--- config.mk ---
export PLATFORM = sky130hd
export DESIGN_NAME = pwr_seq
export DESIGN_NICKNAME = d
export VERILOG_FILES = /design/src/rtl/pwr_seq.sv
export SDC_FILE = /design/constraint.sdc
export NUM_CORES = 1
export LEC_CHECK = 0
export BUFFER_PORTS_ARGS = -buffer_cell sky130_fd_sc_hd__buf_2
export CAP_MARGIN = 20
export CORE_MARGIN = 5
export CORE_UTILIZATION = 51
export DETAILED_ROUTE_END_ITERATION = 8
export PLACE_DENSITY = 0.84
export SLEW_MARGIN = 20
export SYNTH_ARGS = -nofsm -noshare
export SYNTH_HDL_FRONTEND = slang
export SYNTH_SLANG_ARGS = --single-unit
--- constraint.sdc ---
create_clock -name clk -period 1.6 [get_ports clk]
set_input_delay 0 -clock clk [delete_from_list [all_inputs] [get_ports clk]]
set_output_delay 0 -clock clk [all_outputs]
set_load 0.005 [all_outputs]
--- src/rtl/pwr_seq.sv ---
`timescale 1ns/1ps
module pwr_seq #(
  parameter int T_PC    = 2,
  parameter int T_MON   = 3,
  parameter int T_DEB   = 6,
  parameter int T_R33   = 3,
  parameter int T_RST   = 4,
  parameter int ERR_CYC = 4100
) (
  input  logic       clk,
  input  logic       rst_n,
  input  logic       sel_hi,
  input  logic       sel_lo_n,
  input  logic       vbus_ok,
  input  logic       chg_en_n,
  input  logic       batt_ok,
  input  logic       io_ok,
  input  logic [1:0] pgood,
  input  logic       pll_lock,
  output logic [2:0] reg_en,
  output logic       por_rel,
  output logic       pll_en,
  output logic       dir_o,
  output logic       chg_start
);
  localparam int ERR_LO  = 4100;
  localparam int ERR_HI  = 8196;
  localparam int ERR_EFF = (ERR_CYC < ERR_LO) ? ERR_LO : (ERR_CYC > ERR_HI) ? ERR_HI : ERR_CYC;
  localparam int CW      = $clog2(ERR_HI + 1);

  typedef enum logic [2:0] {S_OFF, S_PCR, S_MON, S_DEB, S_R33, S_RST, S_ON, S_ERR} st_t;

  st_t           st, st_nx;
  logic [CW-1:0] cnt, lim;
  logic          chg_mode, first_q;

  wire sel     = sel_hi & ~sel_lo_n;
  wire go_norm = sel & batt_ok & io_ok;
  wire go_chg  = ~sel & vbus_ok & ~chg_en_n & batt_ok;
  wire hold    = chg_mode ? go_chg : go_norm;
  wire done    = (cnt == lim);
  wire fault   = (st == S_DEB) && (pgood != 2'b11);

  always_comb begin
    case (st)
      S_PCR:   lim = CW'(T_PC - 1);
      S_MON:   lim = CW'(T_MON - 1);
      S_DEB:   lim = CW'(T_DEB - 1);
      S_R33:   lim = CW'(T_R33 - 1);
      S_RST:   lim = CW'(T_RST - 1);
      S_ERR:   lim = CW'(ERR_EFF - 1);
      default: lim = '0;
    endcase
  end

  always_comb begin
    st_nx = st;
    case (st)
      S_OFF: if (go_norm || go_chg) st_nx = S_PCR;
      S_PCR: if (done) st_nx = S_MON;
      S_MON: if (done) st_nx = S_DEB;
      S_DEB: if (fault) st_nx = S_ERR;
             else if (done) st_nx = S_R33;
      S_R33: if (done) st_nx = S_RST;
      S_RST: if (done) st_nx = S_ON;
      S_ERR: if (done) st_nx = S_OFF;
      default: ;
    endcase
    if (st != S_OFF && !hold) st_nx = S_OFF;
  end

  always_ff @(posedge clk or negedge rst_n) begin
    if (!rst_n) begin
      st       <= S_OFF;
      cnt      <= '0;
      chg_mode <= 1'b0;
      first_q  <= 1'b1;
    end else begin
      st      <= st_nx;
      cnt     <= (st_nx != st) ? '0 : cnt + 1'b1;
      first_q <= (st != S_ON);
      if (st == S_OFF) chg_mode <= ~go_norm & go_chg;
    end
  end

  wire core_up = (st == S_DEB) || (st == S_R33) || (st == S_RST) || (st == S_ON);
  wire hv_up   = (st == S_RST) || (st == S_ON);
  wire on_host = (st == S_ON) && !chg_mode;

  assign reg_en    = {hv_up, core_up, core_up};
  assign por_rel   = on_host;
  assign pll_en    = on_host;
  assign dir_o     = ~(on_host & pll_lock);
  assign chg_start = (st == S_ON) && chg_mode && first_q;
endmodule


# --- Word-level counts from Yosys, hierarchy flattened ---
# Index checks and enable logic that the tools add are counted.
classes:
  eq_ne: 11
  n_div: 0
  add_sub_neg: 1
  n_reduce_logical: 15
  mux: 13
  n_mul: 0
  n_bitwise: 13
  shift: 0
  order_cmp: 0
ops:
  columns: ["cell", "n"]
  rows:
  - ["case mux 13 bit (5 select lines)", 1]
  - ["2-to-1 mux 3 bit", 9]
  - ["case mux 3 bit (7 select lines)", 1]
  - ["adder 14 x 1 -> 14 bit (second input constant)", 1]
  - ["equality test 14 bit", 1]
  - ["2-to-1 mux 14 bit", 1]
  - ["equality test 3 bit (second input constant)", 4]
  - ["bitwise AND 1 bit", 8]
  - ["equality test 3 x 2 -> 1 bit (second input constant)", 2]
  - ["logical AND 1 bit", 5]
  - ["logical OR 1 bit", 5]
  - ["NOT 1 bit", 5]
  - ["equality test 3 x 1 -> 1 bit (second input constant)", 1]
  - ["logical NOT 3 bit", 1]
  - ["!= test 3 bit", 1]
  - ["!= test 3 bit (second input constant)", 1]
  - ["nonzero test 3 bit", 1]
  - ["logical NOT 1 bit", 2]
  - ["!= test 2 bit (second input constant)", 1]
  - ["OR reduction 2 bit", 1]
  - ["2-to-1 mux 1 bit", 1]
totals:
  inputBits: 11
  ram_bits: 0
  output_inout_bits: 7
  memories: 0
  word_cells: 57
  regBits: 19
  latch_bits: 0
  rom_bits: 0

# --- Longest topological paths before layout ---
# Gate-level depths: netlist of the first run.
logic_depth:
  ltp_word: 12
  ltp_mapped: 7

# --- Worst setup path after synthesis of the first run ---
# Ideal clock, no wire load.
synth_timing:
  path_kind: "reg-to-reg"
  startpoint: "register cnt[2]"
  endpoint: "register cnt[6]"
  t_arrival_ns: 1.556
  stages_incl_launch_ff: 8
  path_slack_ns: -0.076
  required_ns: 1.480
  setup_ns: 0.120
  path_cell_list: "dfrtp_1 > buf_6 > a211oi_2 > and4_4 > nand3_1 > a31oi_4 > buf_6 > nor3_2"
synth_via:
  elab_chain_len: 7
  elab_cells_between_ends: 13
  classes_between: "add/sub: 1; eq/ne: 2; mux: 10"
synth_lines:
  columns: ["item", "line_no", "text"]
  rows:
  - ["start: declaration", "34", "logic [CW-1:0] cnt, lim;"]
  - ["start signal: assignment", "80", "cnt <= (st_nx != st) ? '0 : cnt + 1'b1;"]
  - ["equality test 14 bit", "41", "wire done = (cnt == lim);"]
  - ["2-to-1 mux 3 bit", "63", "else if (done) st_nx = S_R33;"]
  - ["2-to-1 mux 3 bit", "62", "S_DEB: if (fault) st_nx = S_ERR;"]
  - ["case mux 3 bit (7 select lines)", "58", "case (st)"]
  - ["2-to-1 mux 3 bit", "69", "if (st != S_OFF && !hold) st_nx = S_OFF;"]
  - ["!= test 3 bit", "80", null]
  - ["2-to-1 mux 14 bit (*)", "80", null]
# Mark *: on every way between the ends. The rest lies on a longest branch, timed or not.
# A chain may end at the register's enable or synchronous reset.

# --- Final worst setup path of the first run ---
layout_timing:
  startpoint: "register st[2]"
  endpoint: "register cnt[13]"
layout_via:
  elab_chain_len: 10
  elab_cells_between_ends: 25
  classes_between: "eq/ne: 8; mux: 12; reduce/logical: 5"
layout_lines:
  columns: ["item", "line_no", "text"]
  rows:
  - ["start: declaration", "33", "st_t st, st_nx;"]
  - ["start signal: assignment", "79", "st <= st_nx;"]
  - ["equality test 3 bit / equality test 3 x 2 -> 1 bit (equally long branches)", "45, 58", null]
  - ["OR reduction 2 bit (no source line)", null, null]
  - ["case mux 13 bit (5 select lines)", "45", "case (st)"]
  - ["equality test 14 bit", "41", null]
  - ["2-to-1 mux 3 bit", "63", null]
  - ["2-to-1 mux 3 bit", "62", null]
  - ["case mux 3 bit (7 select lines)", "58", null]
  - ["2-to-1 mux 3 bit", "69", null]
  - ["!= test 3 bit (*)", "80", null]
  - ["2-to-1 mux 14 bit (*)", "80", null]
# Marked as above.

==> impl_metrics.json, run 1 <==
{
  "die_h_um": 61.8,
  "cts_max_level": 1,
  "cts_tree": "yes",
  "max_stage_delay_ns": 0.49,
  "fillers": 186,
  "arrival_ns": 1.90,
  "clkLatencyLatePin_ns": 0.30,
  "worst_slack_ns": -0.105,
  "num_vias": 1132,
  "clk_pin_slew_ns": 0.11,
  "finalClockSkew_ns": 0.00499,
  "grt_max_degree": 20,
  "grt_pass1_vias": 1204,
  "async_reset_ff_share_pct": 100,
  "drtIter0Drc": 38,
  "initial_utilization_pct": 54.3,
  "fin_crit_ns": 1.71,
  "synthCells": 133,
  "synthTopCellsByArea": "dfrtp_1, nor3_2, xor2_1, buf_6, xnor2_1",
  "firstDrtPassIters": 4,
  "finalWirelength_um": 3190,
  "layout_common_cells": "buf_2, buf_4, dfrtp_1",
  "hold_path_class": "in2reg",
  "cts_root_buffer": "clkbuf_4",
  "finalPower_mw": 1.33,
  "critPathKind": "reg2reg",
  "diodes": 0,
  "drv_cap": 0,
  "syn_area_per_cell_um2": 10.3,
  "rows": 18,
  "period_share_pct": 107,
  "drc": 0,
  "tightest_slew_ns": 0.435,
  "synth_cell_types": 45,
  "synth_edf_count": 0,
  "area.growth.synth_to_final_pct": 24.5,
  "outcome": "complete, but fails checks",
  "seq_area_frac_synth_pct": 34.8,
  "synth_warnings": 0,
  "failed_checks": "negative setup slack",
  "fin_util_pct": 67.6,
  "hpwl_um": 2440,
  "critPathTopFamily": "flip-flops",
  "io_pins": 18,
  "grt.overflow.total": 0,
  "die_area_mm2": 0.00382,
  "syn_nets": 145,
  "hold_viol": 0,
  "max_clock_freq_mhz": 587,
  "fp.dieW_um": 61.8,
  "vias_per_cell": 5.78,
  "wl_per_cell_um": 16.3,
  "core_area_mm2": 0.00252,
  "end_kind": "flip-flop",
  "leakage_nw": 0.798,
  "cp_cell_sequence": "a211oi_2 > and4_4 > nand4_4 > a32oi_4 > buf_12 > nor3_1",
  "setup_viol_count_final": 16,
  "rsz0062_at_grt": "true",
  "track_usage_pct": 19.3,
  "top_layer_used": "met4",
  "antenna_found_initial": 0,
  "path_max_fanout": 14,
  "peakVddDrop_mv": 0.709,
  "multiInputGateArea_um2": 852,
  "slew_violations": 0,
  "synth_top_area_cell": "dfrtp_1",
  "routabilityCongestion": 0.942,
  "syn_area_mm2": 0.00137,
  "cts.sink_count": 19,
  "clock_path_buffers": 2,
  "final-seq-area_um2": 480,
  "ant_nets": 0,
  "dr_wl_met3_um": 172,
  "critPathRequiredTime_ns": 1.80,
  "drive_gt1_share_pct": 48.8,
  "io_buffer_count": 17,
  "synth-main-ff-cell": "dfrtp_1",
  "wl_met1_um": 1260,
  "nNetsFinal": 179,
  "slew_headroom_pct": 71.0,
  "worstSetupStartpointType": "flip-flop",
  "powerDensity_mw_per_mm2": 778,
  "grt_pass1_wl_um": 5450,
  "wl_met2_um": 1710,
  "synth_top_area_share_pct": 32.9,
  "cts_buffers": 3,
  "ys_seq_elements": 19,
  "crit_buf_inv": 1,
  "worst_path_max_delay_cell": "dfrtp_2"
}
-- cell usage after synthesis (2+ instances only) --
master   number
xnor2_1       6
nor3_2       10
xor2_1       11
and3_1        6
o21ai_0       5
dfrtp_1      18
nand2_1      11
mux2i_1       2
nor4_2        3
buf_4         4
inv_1         3
nand4_1       2
nor2_1        9
buf_6         6
nand3_1       7
-- registers in the layout, summed over array words and instances (netlist names) --
signal and flops:
cnt 14, st 3, chg_mode 1, first_q 1
-- cells by family after synthesis --
logic type,synth area share (%)
XOR/XNOR,10.9
adder cells (fa/ha/maj),0.914
AND/OR/NAND/NOR,33.1
AO/OA/AOI/OAI,9.69
flip-flops,34.8
buffers and inverters,8.32
multiplexers,2.29
-- worst min-delay path, stage by stage --
cell and delay [ns]:
buf_2 0.13, nand2_1 0.06, o21ai_0 0.09
-- per-stage QoR --
stage	hold slack, ns	cell area, um^2	std cells	setup slack (ns)	setup TNS, ns
after floorplan	-0.296	1430	133	-0.0226	-0.224
after global placement	-0.0434	1630	190	-0.0663	-0.419
after detailed placement	-0.0328	1630	190	-0.144	-1.29
after CTS	0.0220	1700	196	-0.104	-1.39
after global routing	0.0309	1700	196	-0.164	-2.44
final	0.0100	1700	196	-0.105	-1.46
-- report_power, final --
group	internal (mW)	switching (mW)	total (mW)	leakage (nW)
registers	0.518	0.0399	0.558	0.252
logic	0.254	0.260	0.514	0.531
clock network	0.0972	0.157	0.255	0.0150
total	0.869	0.457	1.33	0.798
-- final cells by class --
class | count | area share, %
Sequential cell | 19 | 28.2
Clock buffer | 4 | 1.54
Tap cell | 30 | 2.20
Timing Repair Buffer | 40 | 17.4
Inverter | 3 | 0.661
Multi-Input combinational cell | 100 | 50.0
-- path summary, 6_finish.rpt --
path,from,end,slack [ns],depth (start not counted)
max in group asynchronous,rst_n,first_q,1.11,2
worst min-delay path,batt_ok,chg_mode,0.01,3
worst max-delay path,st[2],cnt[13],-0.11,6
min in group asynchronous,rst_n,cnt[7],0.16,2
worst min register to register,cnt[0],cnt[0],0.61,2
worst max register to register,st[2],cnt[13],-0.11,6
-- metal layers --
metal | track usage, % | up-vias
li1 | - | 526
met1 | 24.9 | 561
met2 | 33.5 | 37
met3 | 3.31 | 8
met4 | 4.85 | 0
met5 | 0 | -
-- timing repair --
item                       in CTS  in global routing
hold buffers                    1                  0
gates resized for setup        11                  1
pin swaps                       2                  3
setup endpoints to repair      20                 21
hold endpoints to repair       19                  0
gates cloned                    0                  0
setup buffers                   1                  0
(Power assumes the default switching activity.)
==> run 2: changes to the inputs <==
- clock period: 1.6 -> 1.52 ns (I/O delays scaled with it)
==> impl_metrics.json, run 2 (synthesis gave the netlist of run 1 again) <==
{
  "core_area_mm2": 0.00252,
  "dp_slack_ns": -0.283,
  "dp_cells": 196,
  "diodes": 0,
  "die_area_mm2": 0.00382,
  "hold_viol": 0,
  "leakage_nw": 0.846,
  "firstDrtPassIters": 4,
  "cts_root_buffer": "clkbuf_4",
  "r2r_start": "cnt[8]",
  "critPathRequiredTime_ns": 1.74,
  "top_regs": "cnt: 14 flops, st: 3 flops",
  "peakVddDrop_mv": 0.684,
  "antenna_found_initial": 0,
  "path_max_fanout": 14,
  "worstReg2RegEnd": "cnt[3]",
  "cts_buffers": 3,
  "drive_gt1_share_pct": 50.9,
  "routabilityCongestion": 0.894,
  "worstSetupStartpointType": "flip-flop",
  "critPathLaunch": "cnt[8]",
  "max_clock_freq_mhz": 550,
  "largest_reg_flops": 14,
  "cts_tree": "yes",
  "io_pins": 18,
  "grt.overflow.total": 0,
  "finalPower_mw": 1.46,
  "hold_path_class": "in2reg",
  "initial_utilization_pct": 54.3,
  "area.growth.synth_to_final_pct": 30.3,
  "grt_pass1_vias": 1205,
  "period_share_pct": 120,
  "nNetsFinal": 188,
  "outcome": "complete, but fails checks",
  "cts_max_level": 1,
  "rsz0062_at_grt": "true",
  "r2r_cells": 7,
  "finalClockSkew_ns": 0.00221,
  "rows": 18,
  "finalWirelength_um": 3490,
  "top_register": "cnt",
  "track_usage_pct": 20.7,
  "clock_path_buffers": 2,
  "worst_slack_ns": -0.298,
  "die_h_um": 61.8,
  "slew_headroom_pct": 71.0,
  "slew_violations": 0,
  "fin_crit_ns": 1.82,
  "ant_nets": 0,
  "setup_viol_count_final": 19,
  "tightest_slew_ns": 0.434,
  "drc": 0,
  "clk_pin_slew_ns": 0.12,
  "fin_cells": 205,
  "fp.dieW_um": 61.8,
  "hpwl_um": 2420,
  "io_buffer_count": 17,
  "r2r_slack_ns": -0.30,
  "end_kind": "flip-flop",
  "cts.sink_count": 19,
  "fillers": 171,
  "powerDensity_mw_per_mm2": 816,
  "vias_per_cell": 5.80,
  "drv_cap": 0,
  "arrival_ns": 2.04,
  "grt_max_degree": 20,
  "num_vias": 1188,
  "clkLatencyLatePin_ns": 0.32,
  "layout_common_cells": "buf_4, dfrtp_1, buf_2",
  "wl_per_cell_um": 17.0,
  "grt_pass1_wl_um": 5720,
  "endpoint": "cnt[3]",
  "min_path_cells": 4,
  "critPathKind": "reg2reg",
  "final_common_cell": "buf_4",
  "failed_checks": "negative setup slack",
  "drtIter0Drc": 52,
  "fin_util_pct": 70.7
}
[run 2: cell count changes in the layout (fill, tap and decap cells not counted), sizes merged]
cell | previous run | this run
buf | 39 | 47
clkinvlp | 0 | 1
clkbuf | 4 | 3
dlygate4sd3 | 1 | 2
[run 2: area by class of cell]
| class | count | area, um^2 | area share (%) |
|---|---|---|---|
| Sequential cell | 19 | 477 | 26.7 |
| Clock buffer | 3 | 22.5 | 1.26 |
| Clock inverter | 1 | 7.51 | 0.421 |
| Tap cell | 30 | 37.5 | 2.10 |
| Multi-Input combinational cell | 100 | 866 | 48.5 |
| Inverter | 3 | 11.3 | 0.631 |
| Timing Repair Buffer | 49 | 363 | 20.3 |
[run 2: worst max-delay path, stage by stage (launching register included)]
cell	delay (ns)
dfrtp_1	0.43
nor4_2	0.30
buf_4	0.16
and4_4	0.27
nand4_4	0.09
a32oi_4	0.20
buf_12	0.19
nor3_2	0.07
[run 2: worst min-delay path by stage]
stage          startpoint       end  slack (ns)
2_1_floorplan       rst_n  chg_mode       -0.30
3_5_place_dp        rst_n    cnt[2]       -0.04
6_report         pgood[1]     st[2]        0.04
4_1_cts          pgood[1]     st[2]        0.02
5_1_grt          pgood[1]     st[2]        0.08
3_3_place_gp        rst_n    cnt[7]       -0.04
[run 2: layer usage]
| metal | up-vias | wire length [um] | GRT usage [%] |
|---|---|---|---|
| met5 | - | 0 | 0 |
| met4 | 0 | 53 | 7.58 |
| met3 | 6 | 167 | 3.72 |
| met2 | 47 | 1870 | 36.5 |
| met1 | 588 | 1400 | 25.3 |
| li1 | 547 | - | - |
[run 2: stage by stage]
step                      hold WS [ns]  setup TNS (ns)  instance area, um^2
after CTS                       0.0169           -3.66                 1770
after global placement         -0.0421           -2.97                 1670
after detailed placement       -0.0368           -3.77                 1670
final                           0.0372           -4.64                 1780
after floorplan                 -0.296           -1.17                 1430
after global routing            0.0772           -5.58                 1780
[run 2: what timing repair did]
| action | in CTS | in global routing |
|---|---|---|
| setup buffers | 2 | 1 |
| gates cloned | 0 | 0 |
| pin swaps | 7 | 4 |
| hold endpoints to repair | 20 | 0 |
| resized for setup | 11 | 2 |
| endpoints found under the setup margin | 22 | 22 |
| hold buffers | 2 | 0 |
[run 2: power breakdown]
group	internal [mW]	switching, mW
clock	0.101	0.182
combinational	0.283	0.301
sequential	0.545	0.0447
total	0.929	0.527
==> run 3: changes to the inputs <==
- SKIP_LAST_GASP: default -> 1
==> impl_metrics.json, run 3 (synthesis gave the netlist of run 1 again) <==
{
  "fillers": 171,
  "max_clock_freq_mhz": 550,
  "drc": 0,
  "num_vias": 1192,
  "period_share_pct": 120,
  "drtIter0Drc": 45,
  "arrival_ns": 2.04,
  "diodes": 0,
  "r2r_start": "cnt[8]",
  "worst_hold_slack_ns": 0.0378,
  "hpwl_um": 2420,
  "worstSetupStartpointType": "flip-flop",
  "grt_max_degree": 20,
  "failed_checks": "negative setup slack",
  "finalClockSkew_ns": 0.00253,
  "initial_utilization_pct": 54.3,
  "die_h_um": 61.8,
  "largest_reg_flops": 14,
  "peakVddDrop_mv": 0.685,
  "clkLatencyLatePin_ns": 0.32,
  "setup_viol_count_final": 19,
  "nNetsFinal": 188,
  "grt_pass1_wl_um": 5720,
  "critPathRequiredTime_ns": 1.74,
  "slew_violations": 0,
  "cts_buffers": 3,
  "outcome": "complete, but fails checks",
  "finalPower_mw": 1.46,
  "io_buffer_count": 17,
  "cts_tree": "yes",
  "cts_max_level": 1,
  "min_path_cells": 4,
  "fin_crit_ns": 1.82,
  "fin_cells": 205,
  "grt.overflow.total": 0,
  "antenna_found_initial": 0,
  "slew_headroom_pct": 71.1,
  "fin_util_pct": 70.7,
  "finalWirelength_um": 3530,
  "worstReg2RegEnd": "cnt[3]",
  "top_register": "cnt",
  "core_area_mm2": 0.00252,
  "holdCritStartpoint": "pgood[1]",
  "hold_path_class": "in2reg",
  "area.growth.synth_to_final_pct": 30.3,
  "dp_slack_ns": -0.283,
  "vias_per_cell": 5.81,
  "grt_pass1_vias": 1205,
  "path_max_fanout": 14,
  "tightest_slew_ns": 0.434,
  "drv_cap": 0,
  "firstDrtPassIters": 4,
  "cts_root_buffer": "clkbuf_4",
  "min_to": "st[2]",
  "cts.sink_count": 19,
  "io_pins": 18,
  "layout_common_cells": "buf_4, dfrtp_1, buf_2",
  "final_common_cell": "buf_4",
  "top_regs": "cnt: 14 flops, st: 3 flops",
  "end_kind": "flip-flop",
  "wl_per_cell_um": 17.2,
  "leakage_nw": 0.846,
  "clock_path_buffers": 2,
  "clk_pin_slew_ns": 0.12,
  "rsz0062_at_grt": "true",
  "r2r_cells": 7,
  "routabilityCongestion": 0.894,
  "rows": 18,
  "track_usage_pct": 20.7,
  "worst_slack_ns": -0.298,
  "drive_gt1_share_pct": 50.9,
  "dp_cells": 196,
  "r2r_slack_ns": -0.30,
  "powerDensity_mw_per_mm2": 817,
  "hold_viol": 0,
  "fp.dieW_um": 61.8,
  "ant_nets": 0,
  "critPathKind": "reg2reg",
  "die_area_mm2": 0.00382
}
[run 3: cell counts in the layout (fill, tap and decap cells not counted)]
Identical to the previous run, type by type.
[run 3: final cells by class]
cell class / instances / area (um^2) / area share [%]
Clock buffer: 3 / 22.5 / 1.26
Clock inverter: 1 / 7.51 / 0.421
Inverter: 3 / 11.3 / 0.631
Multi-Input combinational cell: 100 / 866 / 48.5
Sequential cell: 19 / 477 / 26.7
Tap cell: 30 / 37.5 / 2.10
Timing Repair Buffer: 49 / 363 / 20.3
[run 3: worst max path at each step]
stage,depth (start not counted),slack (ns),start,endpoint
2_1_floorplan,6,-0.10,chg_mode,cnt[6]
3_3_place_gp,6,-0.20,cnt[8],st[0]
3_5_place_dp,6,-0.28,cnt[5],st[1]
4_1_cts,7,-0.24,cnt[8],cnt[2]
5_1_grt,7,-0.33,cnt[8],cnt[3]
6_report,7,-0.30,cnt[8],cnt[3]
[run 3: worst max-delay path, cell delays in order, from the launching register on]
cell and delay [ns]:
dfrtp_1 0.43, nor4_2 0.30, buf_4 0.16, and4_4 0.27
nand4_4 0.09, a32oi_4 0.20, buf_12 0.19, nor3_2 0.07
[run 3: metrics by stage]
stage | instance area (um^2) | setup TNS [ns]
2_1_floorplan | 1430 | -1.17
3_3_place_gp | 1670 | -2.97
3_5_place_dp | 1670 | -3.77
4_1_cts | 1770 | -3.71
5_1_grt | 1780 | -5.58
6_report | 1780 | -4.65
[run 3: routing by layer]
metal  wire, um  vias up  part of all wire [%]  track usage (%)
met1       1400      583                    40             25.3
met5          0        -                     0                0
met2       1880       55                    53             36.5
met4         53        0                   1.5             7.58
li1           -      548                     -                -
met3        196        6                   5.6             3.72
[run 3: what timing repair did]
item | CTS | global route
endpoints found under the setup margin | 22 | 22
hold endpoints to repair | 20 | 0
resized for setup | 11 | 2
setup buffers | 2 | 1
hold buffers | 2 | 0
pin swaps | 5 | 6
[run 3: power breakdown]
group / leakage, nW / switching, mW / internal (mW)
Sequential: 0.257 / 0.0454 / 0.545
Clock: 0.0139 / 0.182 / 0.101
Combinational: 0.575 / 0.302 / 0.283
Total: 0.846 / 0.529 / 0.929
